### src/rtl/flash_pkg.sv
package flash_pkg;
  typedef enum logic [1:0] {
    FM_OFF   = 2'd0,
    FM_LED   = 2'd1,
    FM_XENON = 2'd2
  } flash_mode_e;
endpackage

### src/rtl/flash_arm.sv
module flash_arm #(
  parameter int DLY_W = 2
) (
  input  logic             clk_i,
  input  logic             rst_ni,
  input  logic             en_i,
  input  logic             frame_start_i,
  input  logic             every_frame_i,
  input  logic [DLY_W-1:0] frame_delay_i,
  output logic             fire_frame_o,
  output logic             fire_start_o
);
  logic             en_q, pending_q, fire_q;
  logic [DLY_W-1:0] dly_q;
  logic             en_rise;

  assign en_rise      = en_i & ~en_q;
  assign fire_start_o = frame_start_i & en_i & en_q & pending_q & (dly_q == '0);
  assign fire_frame_o = fire_q;

  always_ff @(posedge clk_i or negedge rst_ni) begin
    if (!rst_ni) begin
      en_q      <= 1'b0;
      pending_q <= 1'b0;
      fire_q    <= 1'b0;
      dly_q     <= '0;
    end else begin
      en_q <= en_i;
      if (!en_i) begin
        pending_q <= 1'b0;
        fire_q    <= 1'b0;
      end else if (en_rise) begin
        pending_q <= 1'b1;
        dly_q     <= frame_delay_i;
        fire_q    <= 1'b0;
      end else if (frame_start_i) begin
        if (pending_q && dly_q != '0) begin
          dly_q  <= dly_q - 1'b1;
          fire_q <= 1'b0;
        end else if (pending_q) begin
          fire_q <= 1'b1;
          if (!every_frame_i) pending_q <= 1'b0;
        end else begin
          fire_q <= 1'b0;
        end
      end
    end
  end


  fire_needs_frame_chk: assert property (@(posedge clk_i) disable iff (!rst_ni)
    $rose(fire_q) |-> $past(frame_start_i));

  fire_drops_chk: assert property (@(posedge clk_i) disable iff (!rst_ni)
    !en_i |=> !fire_q);
endmodule

### src/rtl/flash_xenon_timer.sv
module flash_xenon_timer #(
  parameter int CNT_W       = 8,
  parameter int TICK_CYCLES = 1024
) (
  input  logic             clk_i,
  input  logic             rst_ni,
  input  logic             active_i,
  input  logic             fire_frame_i,
  input  logic             trig_i,
  input  logic             first_row_i,
  input  logic [CNT_W-1:0] cnt_i,
  output logic             on_o
);
  localparam int PRE_W = (TICK_CYCLES > 2) ? $clog2(TICK_CYCLES) : 1;
  localparam logic [PRE_W-1:0] PRE_LAST = PRE_W'(TICK_CYCLES - 1);

  logic             on_q, sat_q;
  logic [PRE_W-1:0] pre_q;
  logic [CNT_W-1:0] left_q;
  logic             start;

  assign start = active_i & fire_frame_i & trig_i & ~on_q & (cnt_i != '0);
  assign on_o  = on_q;

  always_ff @(posedge clk_i or negedge rst_ni) begin
    if (!rst_ni) begin
      on_q   <= 1'b0;
      sat_q  <= 1'b0;
      pre_q  <= '0;
      left_q <= '0;
    end else if (!active_i) begin
      on_q <= 1'b0;
    end else if (start) begin
      on_q   <= 1'b1;
      sat_q  <= (cnt_i == '1);
      pre_q  <= '0;
      left_q <= cnt_i;
    end else if (on_q) begin
      if (first_row_i) begin
        on_q <= 1'b0;
      end else if (!sat_q) begin
        if (pre_q == PRE_LAST) begin
          pre_q  <= '0;
          left_q <= left_q - 1'b1;
          if (left_q == CNT_W'(1)) on_q <= 1'b0;
        end else begin
          pre_q <= pre_q + 1'b1;
        end
      end
    end
  end


  xe_trunc_chk: assert property (@(posedge clk_i) disable iff (!rst_ni)
    (on_q && first_row_i) |=> !on_q);

  xe_start_chk: assert property (@(posedge clk_i) disable iff (!rst_ni)
    $rose(on_q) |-> $past(trig_i && fire_frame_i));
endmodule

### src/rtl/flash_led_gate.sv
module flash_led_gate (
  input  logic clk_i,
  input  logic rst_ni,
  input  logic active_i,
  input  logic fire_start_i,
  input  logic readout_done_i,
  output logic on_o
);
  logic on_q;
  assign on_o = on_q;

  always_ff @(posedge clk_i or negedge rst_ni) begin
    if (!rst_ni)             on_q <= 1'b0;
    else if (!active_i)      on_q <= 1'b0;
    else if (fire_start_i)   on_q <= 1'b1;
    else if (readout_done_i) on_q <= 1'b0;
  end


  led_end_chk: assert property (@(posedge clk_i) disable iff (!rst_ni)
    (on_q && readout_done_i && !fire_start_i) |=> !on_q);
endmodule

### src/rtl/flash_ctrl.sv
module flash_ctrl
  import flash_pkg::*;
#(
  parameter int CNT_W       = 8,
  parameter int DLY_W       = 2,
  parameter int TICK_CYCLES = 1024
) (
  input  logic             clk_i,
  input  logic             rst_ni,
  input  logic             frame_start_i,
  input  logic             reset_done_i,
  input  logic             first_row_i,
  input  logic             readout_done_i,
  input  logic [CNT_W-1:0] xenon_cnt_i,
  input  logic             led_en_i,
  input  logic             xenon_en_i,
  input  logic             every_frame_i,
  input  logic             trig_end_reset_i,
  input  logic [DLY_W-1:0] frame_delay_i,
  output logic             flash_o,
  output logic             triggered_o
);
  flash_mode_e mode;
  logic fire_frame, fire_start, xe_on, led_on, xe_trig, trig_q;

  // xenon wins over LED
  always_comb begin
    if (xenon_en_i)    mode = FM_XENON;
    else if (led_en_i) mode = FM_LED;
    else               mode = FM_OFF;
  end

  assign xe_trig = trig_end_reset_i ? reset_done_i : readout_done_i;

  flash_arm #(.DLY_W(DLY_W)) i_arm (
    .clk_i         (clk_i),
    .rst_ni        (rst_ni),
    .en_i          (mode != FM_OFF),
    .frame_start_i (frame_start_i),
    .every_frame_i (every_frame_i),
    .frame_delay_i (frame_delay_i),
    .fire_frame_o  (fire_frame),
    .fire_start_o  (fire_start)
  );

  flash_xenon_timer #(.CNT_W(CNT_W), .TICK_CYCLES(TICK_CYCLES)) i_xenon (
    .clk_i        (clk_i),
    .rst_ni       (rst_ni),
    .active_i     (mode == FM_XENON),
    .fire_frame_i (fire_frame),
    .trig_i       (xe_trig),
    .first_row_i  (first_row_i),
    .cnt_i        (xenon_cnt_i),
    .on_o         (xe_on)
  );

  flash_led_gate i_led (
    .clk_i          (clk_i),
    .rst_ni         (rst_ni),
    .active_i       (mode == FM_LED),
    .fire_start_i   (fire_start),
    .readout_done_i (readout_done_i),
    .on_o           (led_on)
  );

  always_ff @(posedge clk_i or negedge rst_ni) begin
    if (!rst_ni)            trig_q <= 1'b0;
    else if (frame_start_i) trig_q <= 1'b0;
    else if (flash_o)       trig_q <= 1'b1;
  end

  assign flash_o     = xe_on | led_on;
  assign triggered_o = trig_q | flash_o;


  xenon_prio_chk: assert property (@(posedge clk_i) disable iff (!rst_ni)
    xenon_en_i |=> !led_on);

  off_when_dis_chk: assert property (@(posedge clk_i) disable iff (!rst_ni)
    (!led_en_i && !xenon_en_i) |=> !flash_o);

  status_hold_chk: assert property (@(posedge clk_i) disable iff (!rst_ni)
    (triggered_o && !frame_start_i) |=> triggered_o);
endmodule

### config.mk
export PLATFORM = sky130hd
export DESIGN_NAME = flash_ctrl
export DESIGN_NICKNAME = d
export VERILOG_FILES = /design/src/rtl/flash_pkg.sv /design/src/rtl/flash_arm.sv /design/src/rtl/flash_xenon_timer.sv /design/src/rtl/flash_led_gate.sv /design/src/rtl/flash_ctrl.sv
export SDC_FILE = /design/constraint.sdc
export NUM_CORES = 1
export LEC_CHECK = 0
export BUFFER_PORTS_ARGS = -buffer_cell sky130_fd_sc_hd__buf_4
export CAP_MARGIN = 20
export CORE_ASPECT_RATIO = 0.75
export CORE_MARGIN = 5
export CORE_UTILIZATION = 60
export DETAILED_ROUTE_END_ITERATION = 10
export HOLD_SLACK_MARGIN = 0.12
export MAX_ROUTING_LAYER = met4
export PLACE_DENSITY = 0.83
export SYNTH_ARGS = -nofsm -noshare
export SYNTH_HDL_FRONTEND = slang
export SYNTH_SLANG_ARGS = --single-unit
### constraint.sdc
create_clock -name clk_i -period 2.9 [get_ports clk_i]
set_input_delay 0.145 -clock clk_i [delete_from_list [all_inputs] [get_ports clk_i]]
set_output_delay 0.145 -clock clk_i [all_outputs]
set_load 0.005 [all_outputs]
# Word level (Yosys, flattened, before mapping)
# Index checks and enable logic that the tools add are counted.
# Widths: inputs -> output; s select.
[word_totals]
register_bits = 27
latch_bits = 0
output_inout_bits = 2
memories = 0
rom_bits = 0
ramBits = 0
input_bits = 20
[classes]
magnitude_cmp = 0
mul = 0
add_sub_neg = 3
div_mod_pow = 0
shifts = 0
muxes = 39
n_eq_ne = 10
bitwise_logic = 13
reduce_logical = 15
[ops]
columns = ["cell", "count"]
rows = [
  ["$mux 10", 5],
  ["$mux 8", 5],
  ["$mux 1", 25],
  ["$reduce_bool 2->1", 7],
  ["$add 10x1->10 const B", 1],
  ["$eq 10x10->1 const B", 1],
  ["$and 1x1->1", 9],
  ["$ne 3x3->1 const B", 3],
  ["$eq 8x1->1 const B", 1],
  ["$eq 8x8->1 const B", 1],
  ["$mux 2", 4],
  ["$reduce_bool 8->1", 1],
  ["$sub 8x1->8 const B", 1],
  ["$reduce_and 5->1", 1],
  ["$reduce_and 2->1", 2],
  ["$reduce_and 4->1", 1],
  ["$reduce_and 3->1", 1],
  ["$eq 2x1->1 const B", 1],
  ["$eq 2x2->1 const B", 1],
  ["$logic_not 2->1", 1],
  ["$ne 2x1->1 const B", 1],
  ["$ne 2x2->1 const B", 1],
  ["$not 1->1", 2],
  ["$or 1x1->1", 2],
  ["other kinds (2)", 2],
]

# Logic depth before layout (Yosys ltp)
# Gate-level depths: netlist (run 1).
[logic_depth]
depth_word = 9
mapped_depth = 6
ltp_nobuf = 6

# Hierarchy
# From an unflattened synthesis (run 1), not the netlist that was laid out.
[hier_totals]
cells_unflattened = 165
hier_area_um2 = 1594.0
[modules_own_cells]
columns = ["mod", "n_inst", "seq_area_each_um2", "area_per_inst_um2", "cells_each"]
rows = [
  ["flash_xenon_timer", 1, 500.5, 1206.2, 131],
  ["flash_arm", 1, 125.1, 257.7, 23],
  ["flash_ctrl", 1, 25.0, 83.8, 8],
  ["flash_led_gate", 1, 25.0, 46.3, 3],
]

# Least setup slack after synthesis (run 1)
# Ideal clock, no wire load.
[synth_timing]
path_type = "reg-to-reg"
start = "reg i_xenon.pre_q[0]"
end = "reg i_xenon.left_q[5]"
path_stages_with_launch = 6
arrival_ps = 1546
slack_ps = 1273
path_buffers = 0
setup_ps = 82
cell_sequence = "dfrtp_1 > ha_1 > and2_1 > nand4_4 > or4b_1 > a31oi_1"
[synth_between]
elab_chain_cells = 3
[synth_rtl]
columns = ["element", "line_no", "rtl"]
rows = [
  ["start: declaration", "flash_xenon_timer.sv:18", "logic [PRE_W-1:0] pre_q;"],
  ["start signal: assignment", "flash_xenon_timer.sv:47", "pre_q <= pre_q + 1'b1;"],
  ["$eq 10x10->1", "flash_xenon_timer.sv:42", "if (pre_q == PRE_LAST) begin"],
  ["$reduce_bool 2->1 (no source line)", "--", ""],
  ["$reduce_and 5->1 (no source line)", "--", ""],
  ["end signal: assignment", "flash_xenon_timer.sv:37", "left_q <= cnt_i;"],
  ["end signal: assignment", "flash_xenon_timer.sv:44", "left_q <= left_q - 1'b1;"],
  ["end: declaration", "flash_xenon_timer.sv:19", "logic [CNT_W-1:0] left_q;"],
]
# No other way between the ends.
# A chain may end at the register's enable or synchronous reset.

# Worst setup path in the final report (run 1)
[layout_timing]
start = "in xenon_cnt_i[4]"
end = "reg i_xenon.on_q, in the netlist i_xenon.on_o"
[layout_between]
elab_chain_cells = 4
[layout_rtl]
columns = ["element", "line_no", "rtl"]
rows = [
  ["start: declaration", "flash_ctrl.sv:14", "input logic [CNT_W-1:0] xenon_cnt_i,"],
  ["$reduce_bool 8->1", "flash_xenon_timer.sv:22", "assign start = active_i & fire_frame_i & trig_i & ~on_q & (cnt_i != '0);"],
  ["$and 1x1->1", "flash_xenon_timer.sv:22", ""],
  ["$mux 1", "flash_xenon_timer.sv:33", "end else if (start) begin"],
  ["$mux 1", "flash_xenon_timer.sv:31", "end else if (!active_i) begin"],
  ["end signal: assignment", "flash_xenon_timer.sv:27", "on_q <= 1'b0;"],
  ["end signal: assignment", "flash_xenon_timer.sv:32", "on_q <= 1'b0;"],
  ["end signal: assignment", "flash_xenon_timer.sv:34", "on_q <= 1'b1;"],
  ["end: declaration", "flash_xenon_timer.sv:17", "logic on_q, sat_q;"],
]
# No other way between the ends.

==> reports/results.tsv, run 1 <==
metric	value	unit
Final ANT Viol Nets	0	
buffers added on ports	21	
Placeable Area	0.00238	sq mm
post-cts sizing count	0	
most common cell after layout, fill and taps aside	dfrtp_1	
Internal	0.000690	W
R2R Setup Slk	0.69	ns
IO Pins	22	
Pwr per Cell Area	546	mW/mm^2
final setup violation count	0	
Post-synth top flop	dfrtp_1	
crit end category	flop	
Fill cells	144	
CP Class	in2reg	
CTS Root Cell	clkbuf_4	
die footprint	0.00369	sq mm
CP max stage delay	0.60	ns
worst flop-to-flop path startpoint	i_xenon.left_q[3]$_DFFE_PN0P_	
final hold violation count	0	
initial antenna violation count	0	
Async SR Flop Fraction	100	%
Setup crit end	i_xenon.on_o$_DFF_PN0_	
worst slew pin tran	0.642	ns
P&R area growth vs syn	27.0	%
run status	finished clean	
leading area contributor after synthesis	dfrtp_1	
Synth Instances	164	
Netlist cell types	47	
Synth top area share	43.9	%
yosys warns	0	
Syn Nets	188	
Worst path slowest cell	dlygate4sd3_1	
CP Cell Sequence	dlygate4sd3_1 > buf_4 > nor4_1 > a211o_1 > o31ai_1 > dlygate4sd3_1	
vias	1423	
crit share post-route	79.4	%
share of layout cells above drive strength 1	16.5	%
Final #Nets	231	
number of max-cap violations	0	
total wire length	3620	um
final setup TNS	0	ns
hold crit path type	in2reg	
synth top area cells	dfrtp_1 44%, nor2_1 3.9%, nand2_1 3.7%	
clk sink count	27	
DRT Pass-1 Iters	4	
worst IR drop on VDD	0.393	mV
critical path arrival	2.54	ns
final core occ	82.0	%
overall die height	53.9	um
Worst Setup SP	xenon_cnt_i[4]	
leakage	0.859	nW
CP dominant cell by count	dlygate4sd3_1	
Switching Fraction	35.4	%
Via density	5.93	
synthesized area per cell	9.39	sq um
total gr overflow	0	
Max Fclk	434	MHz
clk_lat worst skew	0.34	ns
NetSw	0.000378	W
HPWL Detailed	2640	um
crit path max fanout	15	
gp weighted congestion	0.878	
worst rel slew slack	56.9	%
DR iter-0 viols	98	
global-route usage over all layers	23.3	%
EDFF count, synth	0	
largest net degree at the start of global routing	28	
CTS tree	built	
most frequent cells in the layout	27 x dfrtp_1, 22 x buf_4, 19 x dlygate4sd3_1	
CP Launch Type	primary input	
area of the multi-input gates	818	sq um
DRC	0	
die width	68.5	um
sequential cell area	676	sq um
Clk pwr share	15.7	%
initial core utilization	64.6	%
shortest period the worst path allows	2.30	ns
instance count on the critical path	6	
Clock transition at path regs	0.16	ns
Flop pwr share	52.3	%
RSZ-0062 raised after global routing	false	
Setup Skew	0.0165	ns
Synth Cell Area	0.00154	sq mm
H-tree Lvls	1	
Comb power frac	32.0	%
R2R cell count	5	
FF-to-FF End	i_xenon.on_o$_DFF_PN0_	
first-pass GRT wire length	6100	um
drt wl/cell	15.1	um
Critical Path RT	3.14	ns
Yosys reg bits	27	
CP delay by family, top	buffers and inverters	
share of the yosys chip area belonging to registers	43.9	%
n_diodes	0	
CTS Buf Count	3	
standard-cell rows	15	
vias in the first global route	1370	
CP bufs+invs	3	
Max clock buf depth	2	
final slew viol count	0	
worst min path at each step:
stage	cells past startpoint	end	from	slack (ns)
after floorplan	0	i_arm.dly_q[0]$_DFFE_PN0P_	rst_ni	-0.15
after CTS	3	i_arm.pending_q$_DFFE_PN0P_	every_frame_i	0.16
final	3	i_arm.pending_q$_DFFE_PN0P_	every_frame_i	0.16
after global placement	1	i_xenon.pre_q[3]$_DFFE_PN0P_	rst_ni	0.07
after global routing	3	i_arm.pending_q$_DFFE_PN0P_	every_frame_i	0.17
after detailed placement	1	i_xenon.pre_q[9]$_DFFE_PN0P_	rst_ni	0.08
stage by stage:
| stage | worst slack, ns | power (W) | instances | cell area (sq um) | hold slack [ns] |
|---|---|---|---|---|---|
| global route | 0.551 | 0.00115 | 240 | 1960 | 0.169 |
| detailed placement | 1.11 | 0.000884 | 217 | 1740 | 0.0762 |
| finish | 0.597 | 0.00107 | 240 | 1960 | 0.160 |
| global placement | 1.20 | 0.000859 | 217 | 1740 | 0.0725 |
| floorplan | 1.27 | 0.000766 | 164 | 1540 | -0.151 |
| CTS | 0.693 | 0.00107 | 240 | 1960 | 0.160 |
worst reg2reg max path, delay by kind of cell, from the launching register on:
kind	cells	cell delay [ns]
buffers and inverters	1	0.60
and+or+nand+nor	3	0.99
AOI/OAI and AO/OA	1	0.08
DFF	1	0.44
power by group through the flow:
| stage | sequential, W | clock (W) | combinational, W |
|---|---|---|---|
| after floorplan | 0.000536 | 0 | 0.000230 |
| after global placement | 0.000557 | 0 | 0.000303 |
| after detailed placement | 0.000563 | 0 | 0.000321 |
| after CTS | 0.000554 | 0.000170 | 0.000342 |
| after global routing | 0.000568 | 0.000191 | 0.000389 |
| final | 0.000558 | 0.000168 | 0.000342 |
cells in the mapped netlist (all sizes together), types with 4 or more instances:
master  count
inv         9
xnor2       4
a21oi       6
nor2       16
dfrtp      27
nand3       9
ha          4
nand4       6
or3         6
nand2      15
nor4        4
o21ai       8
a31oi       6
state kept, by name (all words and copies together), names as in the netlist:
signal	cells
i_xenon.pre_q	10
i_xenon.left_q	8
i_arm.dly_q	2
i_arm.en_q	1
i_arm.fire_frame_o	1
i_arm.pending_q	1
i_led.on_o	1
i_xenon.on_o	1
i_xenon.sat_q	1
trig_q	1
logic make-up after synthesis:
| family | share of synthesized area [%] |
|---|---|
| and+or+nand+nor | 30.3 |
| xor gates and xnor gates | 3.98 |
| adders and majority gates | 3.25 |
| AOI/OAI and AO/OA | 14.2 |
| muxes | 1.38 |
| DFF | 43.9 |
| buffers and inverters | 3.01 |
final cells by class:
| class | instances | share of cell area (%) |
|---|---|---|
| sequential | 27 | 34.5 |
| clock buffer | 3 | 1.15 |
| multi-input combinational | 125 | 41.8 |
| clock inverter | 1 | 0.384 |
| tap | 34 | 2.18 |
| timing repair buffer | 41 | 18.2 |
| inverter | 9 | 1.73 |
routing by layer:
metal,share of wire [%],up-vias,track usage [%]
li1,-,689,-
met3,7.1,8,6.05
met5,0,-,-
met2,47,60,36.8
met1,45,666,29.0
met4,1.6,0,7.92
repair_timing:
item | 4_1_cts | 5_1_grt
buffers inserted | 0 | 0
hold endpoints to repair | 42 | 0
hold buffers | 19 | 0
Note: power is estimated with default switching activity, not from simulation.
==> run 2: changes to the inputs <==
--- a/config.mk
+++ b/config.mk
@@ -9,11 +9,11 @@
 export CAP_MARGIN = 20
 export CORE_ASPECT_RATIO = 0.75
 export CORE_MARGIN = 5
-export CORE_UTILIZATION = 60
+export CORE_UTILIZATION = 56
 export DETAILED_ROUTE_END_ITERATION = 10
 export HOLD_SLACK_MARGIN = 0.12
 export MAX_ROUTING_LAYER = met4
-export PLACE_DENSITY = 0.83
+export PLACE_DENSITY = 0.78
 export SYNTH_ARGS = -nofsm -noshare
 export SYNTH_HDL_FRONTEND = slang
 export SYNTH_SLANG_ARGS = --single-unit
==> constraint.sdc (replaced) <==
create_clock -name clk_i -period 2.3 [get_ports clk_i]
set_input_delay 0.115 -clock clk_i [delete_from_list [all_inputs] [get_ports clk_i]]
set_output_delay 0.115 -clock clk_i [all_outputs]
set_load 0.005 [all_outputs]
==> reports/results.tsv, run 2 (synthesized netlist as in run 1, its figures left out) <==
metric	value	unit	change
crit path max fanout	9		-6
final hold violation count	0		unchanged
leakage	0.823	nW	-4.2%
RSZ-0062 raised after global routing	false		
global-route usage over all layers	21.1	%	-2.2 points
dpl cells	219		+0.92%
Placement Cell Area	0.00174	sq mm	+0.14%
worst IR drop on VDD	0.518	mV	+32%
HPWL Detailed	2790	um	+5.9%
total wire length	3780	um	+4.4%
instance count on the critical path	6		unchanged
design area	0.00187	sq mm	-4.2%
CP Launch Type	primary input		
Setup Skew	0.00347	ns	-0.0131 ns
clk sink count	27		unchanged
most frequent cells in the layout	27 x dfrtp_1, 22 x buf_4, 16 x nor2_1		
Worst path slowest cell	dlygate4sd3_1		
die width	70.6	um	+3.0%
Finished Layout Cells	232		-3.3%
Final ANT Viol Nets	0		unchanged
FF-to-FF End	i_xenon.pre_q[9]$_DFFE_PN0P_		
CP delay by family, top	simple AND/OR/NAND/NOR gates		
Tot Pwr	0.00140	W	+31%
initial core utilization	58.7	%	-5.9 points
Max Fclk	525	MHz	
initial antenna violation count	0		unchanged
shortest period the worst path allows	1.91	ns	
Clock transition at path regs	0.09	ns	-0.07 ns
CP max stage delay	0.53	ns	-0.07 ns
DR iter-0 viols	81		-17%
overall die height	55.4	um	+2.9%
R2R Setup Slk	0.50	ns	-0.19 ns
CTS tree	built		
R2R cell count	4		-1
worst slew pin tran	0.428	ns	-0.214 ns
gp weighted congestion	0.916		+4.4%
crit share post-route	82.9	%	
vias	1385		-2.7%
die footprint	0.00391	sq mm	+5.9%
CTS Root Cell	clkbuf_8		
Placeable Area	0.00262	sq mm	+10%
CP Class	in2reg		
standard-cell rows	16		+1
total gr overflow	0		unchanged
biggest regs	i_xenon.pre_q (10), i_xenon.left_q (8), i_arm.dly_q (2)		
IO Pins	22		unchanged
final slew viol count	0		unchanged
final setup violation count	0		unchanged
drt wl/cell	16.3	um	+8.0%
CP Cell Sequence	dlygate4sd3_1 > buf_4 > nand4bb_1 > or2_1 > or3_1 > a21oi_1		
setup bufs post-CTS	0		unchanged
run status	finished clean		
crit end category	flop		
DRT Pass-1 Iters	4		unchanged
hold crit path type	in2reg		
largest reg by FF count	i_xenon.pre_q		
first-pass GRT wire length	6630	um	+8.7%
clk_lat worst skew	0.27	ns	-0.07 ns
most common cell after layout, fill and taps aside	dfrtp_1		
max reg flops	10		unchanged
CTS Buf Count	3		unchanged
CP bufs+invs	2		-1
DRC	0		unchanged
Setup crit end	i_xenon.pre_q[9]$_DFFE_PN0P_		
vias in the first global route	1377		+0.51%
number of max-cap violations	0		unchanged
post-cts sizing count	0		unchanged
Pwr per Cell Area	749	mW/mm^2	+37%
buffers added on ports	21		unchanged
Via density	5.97		+0.69%
Max clock buf depth	2		unchanged
worst flop-to-flop path startpoint	i_xenon.sat_q$_DFFE_PN0P_		
final setup TNS	0	ns	unchanged
H-tree Lvls	1		unchanged
largest net degree at the start of global routing	28		unchanged
P&R area growth vs syn	21.6	%	
worst rel slew slack	71.5	%	+15 points
Critical Path RT	2.50	ns	-0.64 ns
Final #Nets	221		-4.3%
critical path arrival	2.11	ns	-0.43 ns
share of layout cells above drive strength 1	16.8	%	+0.33 points
n_diodes	0		unchanged
Worst Setup SP	first_row_i		
## run 2: changes by cell type in the layout (fill, tap and decap cells not counted)
cell,previous run,this run
dlygate4sd3_1,19,9
clkinvlp_4,1,0
clkbuf_8,0,3
clkbuf_1,0,1
clkbuf_4,3,0
## run 2: cell type report
| cell class | instances | area, sq um |
|---|---|---|
| tap | 36 | 45.0 |
| timing repair buffer | 31 | 255 |
| multi-input combinational | 125 | 818 |
| sequential | 27 | 676 |
| inverter | 9 | 33.8 |
| fill | 221 | 749 |
| clock buffer | 4 | 45.0 |
## run 2: through the flow
stage          hold slack [ns]  util, %  setup WS (ns)
2_1_floorplan           -0.181        -          0.673
4_1_cts                  0.121     71.4          0.412
6_report                 0.124     71.4          0.394
5_1_grt                  0.145     71.4          0.251
3_3_place_gp            0.0436     66.3          0.597
3_5_place_dp            0.0490     66.3          0.518
## run 2: metal layers
| metal | share of wire (%) | vias to the layer above | global-route usage (%) |
|---|---|---|---|
| li1 | - | 675 | - |
| met1 | 47 | 659 | 28.7 |
| met4 | 1.2 | 0 | 4.83 |
| met5 | 0 | - | - |
| met3 | 4.6 | 4 | 4.71 |
| met2 | 47 | 47 | 32.4 |
## run 2: timing repair
action | CTS | global route
endpoints found under the hold margin | 34 | 0
hold buffers | 9 | 0
endpoints found under the setup margin | 0 | 0
## run 2: worst min-delay path: stages
cell and delay, ns:
buf_4 0.12, nand4_1 0.06, o31ai_1 0.07
## run 2: power breakdown
part	internal [W]	switching, W
Sequential	0.000585	0.000118
Clock	0.000124	0.000145
Combinational	0.000212	0.000219
Total	0.000921	0.000482
## run 2: how the worst min path moves through the flow
stage	start	to	slack [ns]	depth (start not counted)
6_report	xenon_cnt_i[5]	i_xenon.sat_q$_DFFE_PN0P_	0.12	3
2_1_floorplan	rst_ni	i_arm.dly_q[0]$_DFFE_PN0P_	-0.18	0
5_1_grt	xenon_cnt_i[1]	i_xenon.sat_q$_DFFE_PN0P_	0.14	3
3_3_place_gp	rst_ni	i_xenon.pre_q[4]$_DFFE_PN0P_	0.04	1
3_5_place_dp	rst_ni	i_xenon.pre_q[4]$_DFFE_PN0P_	0.05	1
4_1_cts	xenon_cnt_i[5]	i_xenon.sat_q$_DFFE_PN0P_	0.12	3
==> run 3: changes to the inputs <==
--- a/config.mk
+++ b/config.mk
@@ -9,11 +9,11 @@
 export CAP_MARGIN = 20
 export CORE_ASPECT_RATIO = 0.75
 export CORE_MARGIN = 5
-export CORE_UTILIZATION = 56
+export CORE_UTILIZATION = 51
 export DETAILED_ROUTE_END_ITERATION = 10
 export HOLD_SLACK_MARGIN = 0.12
 export MAX_ROUTING_LAYER = met4
-export PLACE_DENSITY = 0.78
+export PLACE_DENSITY = 0.75
 export SYNTH_ARGS = -nofsm -noshare
 export SYNTH_HDL_FRONTEND = slang
 export SYNTH_SLANG_ARGS = --single-unit
==> constraint.sdc (replaced) <==
create_clock -name clk_i -period 1.7 [get_ports clk_i]
set_input_delay 0.085 -clock clk_i [delete_from_list [all_inputs] [get_ports clk_i]]
set_output_delay 0.085 -clock clk_i [all_outputs]
set_load 0.005 [all_outputs]
==> reports/results.tsv, run 3 (synthesized netlist as in run 1, its figures left out) <==
metric	value	unit	change
run status	complete, but fails checks		
violated checks	setup timing		
Min Hold Slack	0.137	ns	+0.0122 ns
largest reg by FF count	i_xenon.pre_q		
hold crit path type	in2reg		
crit path max fanout	3		-6
Critical Path RT	1.89	ns	-0.61 ns
overall die height	57.6	um	+3.9%
CP Class	reg2reg		
Final #Nets	244		+10%
final core occ	72.4	%	+1.0 points
vias	1524		+10%
clk sink count	27		unchanged
largest net degree at the start of global routing	28		unchanged
gp weighted congestion	0.928		+1.3%
Max clock buf depth	2		unchanged
standard-cell rows	17		+1
final setup violation count	1		+1
CP Launch Type	flop		
crit end category	flop		
worst rel slew slack	73.5	%	+2.1 points
initial core utilization	52.9	%	-5.9 points
FF-to-FF End	i_xenon.left_q[6]$_DFFE_PN0P_		
R2R cell count	3		-1
die width	73.5	um	+4.1%
HPWL Detailed	2840	um	+1.5%
final slew viol count	0		unchanged
total gr overflow	0		unchanged
DRT Pass-1 Iters	4		unchanged
Placeable Area	0.00291	sq mm	+11%
global-route usage over all layers	20.6	%	-0.53 points
DR iter-0 viols	118		+46%
final hold violation count	0		unchanged
CTS tree	built		
Clock transition at path regs	0.10	ns	about the same
clk_lat worst skew	0.27	ns	about the same
Hold Path Sink	i_xenon.left_q[6]$_DFFE_PN0P_		
Via density	5.93		-0.67%
critical path arrival	1.94	ns	-0.17 ns
worst hold stages	3		unchanged
Fill cells	197		-11%
shortest period the worst path allows	1.76	ns	
vias in the first global route	1421		+3.2%
biggest regs	i_xenon.pre_q (10), i_xenon.left_q (8), i_arm.dly_q (2)		
final setup TNS	-0.0567	ns	-0.0567 ns
buffers added on ports	21		unchanged
HP Start	xenon_cnt_i[6]		
Setup WS post-layout	-0.0567	ns	-0.450 ns
drt wl/cell	16.3	um	+0.30%
crit share post-route	103	%	
n_diodes	0		unchanged
max reg flops	10		unchanged
first-pass GRT wire length	6690	um	+0.95%
Final ANT Viol Nets	0		unchanged
setup slack after placement	0.0112	ns	-0.507 ns
share of layout cells above drive strength 1	26.5	%	+9.6 points
CTS Buf Count	3		unchanged
DRC	0		unchanged
Max Fclk	569	MHz	
leakage	0.923	nW	+12%
most frequent cells in the layout	36 x buf_4, 26 x dfrtp_1, 18 x dlygate4sd3_1		
CTS Root Cell	clkbuf_8		
total wire length	4200	um	+11%
die footprint	0.00423	sq mm	+8.2%
worst flop-to-flop path startpoint	i_xenon.left_q[5]$_DFFE_PN0P_		
R2R Setup Slk	-0.06	ns	-0.56 ns
Setup Skew	0.00956	ns	+0.00609 ns
Pwr per Cell Area	959	mW/mm^2	+28%
IO Pins	22		unchanged
worst slew pin tran	0.394	ns	-0.0345 ns
RSZ-0062 raised after global routing	true		
number of max-cap violations	0		unchanged
Tot Pwr	0.00202	W	+44%
initial antenna violation count	0		unchanged
P&R area growth vs syn	37.0	%	
most common cell after layout, fill and taps aside	buf_4		
H-tree Lvls	1		unchanged
worst IR drop on VDD	0.818	mV	+58%
-- run 3: cell types whose count changed in the layout (fill, tap and decap cells not counted), moves of 2 or more --
| cell | before | now |
|---|---|---|
| buf_4 | 22 | 36 |
| dlygate4sd3_1 | 9 | 18 |
| ha_1 | 4 | 2 |
| ha_2 | 0 | 2 |
-- run 3: where the power goes --
part | total [W] | internal (W) | switching (W)
logic | 0.000721 | 0.000376 | 0.000346
clock network | 0.000365 | 0.000166 | 0.000198
registers | 0.000938 | 0.000792 | 0.000146
total | 0.00202 | 0.00133 | 0.000690
-- run 3: worst max path at each step --
stage                                         end  slack (ns)  cells past startpoint                     startpoint
finish              i_xenon.left_q[6]$_DFFE_PN0P_       -0.06                      3  i_xenon.left_q[5]$_DFFE_PN0P_
global route        i_xenon.left_q[6]$_DFFE_PN0P_        -0.1                      5  i_xenon.left_q[1]$_DFFE_PN0P_
CTS                 i_xenon.left_q[6]$_DFFE_PN0P_       0.003                      3  i_xenon.left_q[4]$_DFFE_PN0P_
detailed placement  i_xenon.left_q[5]$_DFFE_PN0P_        0.01                      5   i_xenon.pre_q[0]$_DFFE_PN0P_
global placement    i_xenon.left_q[6]$_DFFE_PN0P_        0.08                      3  i_xenon.left_q[4]$_DFFE_PN0P_
floorplan           i_xenon.left_q[5]$_DFFE_PN0P_        0.07                      5   i_xenon.pre_q[0]$_DFFE_PN0P_
-- run 3: layout make-up --
class,instances,area [sq um],area share (%)
timing repair buffer,54,450,21.3
tap,38,47.5,2.25
clock inverter,1,7.51,0.356
multi-input combinational,125,853,40.4
sequential,27,677,32.1
inverter,9,33.8,1.60
clock buffer,3,41.3,1.96
-- run 3: critical path, stage by stage, from the launching register on --
cell	delay (ns)
dfrtp_1	0.41
or4_4	0.55
or4_1	0.52
a31oi_1	0.20
-- run 3: per-layer routing --
layer / track usage, % / vias to the layer above / share of wire, %
met3: 5.28 / 4 / 6.3
met1: 28.3 / 737 / 45
met2: 31.3 / 66 / 48
met5: - / - / 0
li1: - / 717 / -
met4: 2.84 / 0 / 0.60
-- run 3: metrics by stage --
stage,std cells,cell area [sq um]
finish,257,2110
detailed placement,228,1790
global route,257,2110
floorplan,164,1540
CTS,249,2010
global placement,228,1790
-- run 3: what timing repair did --
| item | CTS | global route |
|---|---|---|
| hold buffers | 17 | 1 |
| endpoints found under the setup margin | 1 | 12 |
| gates resized for setup | 1 | 9 |
| pin swaps | 0 | 4 |
| setup buffers | 0 | 7 |
| hold endpoints to repair | 38 | 1 |
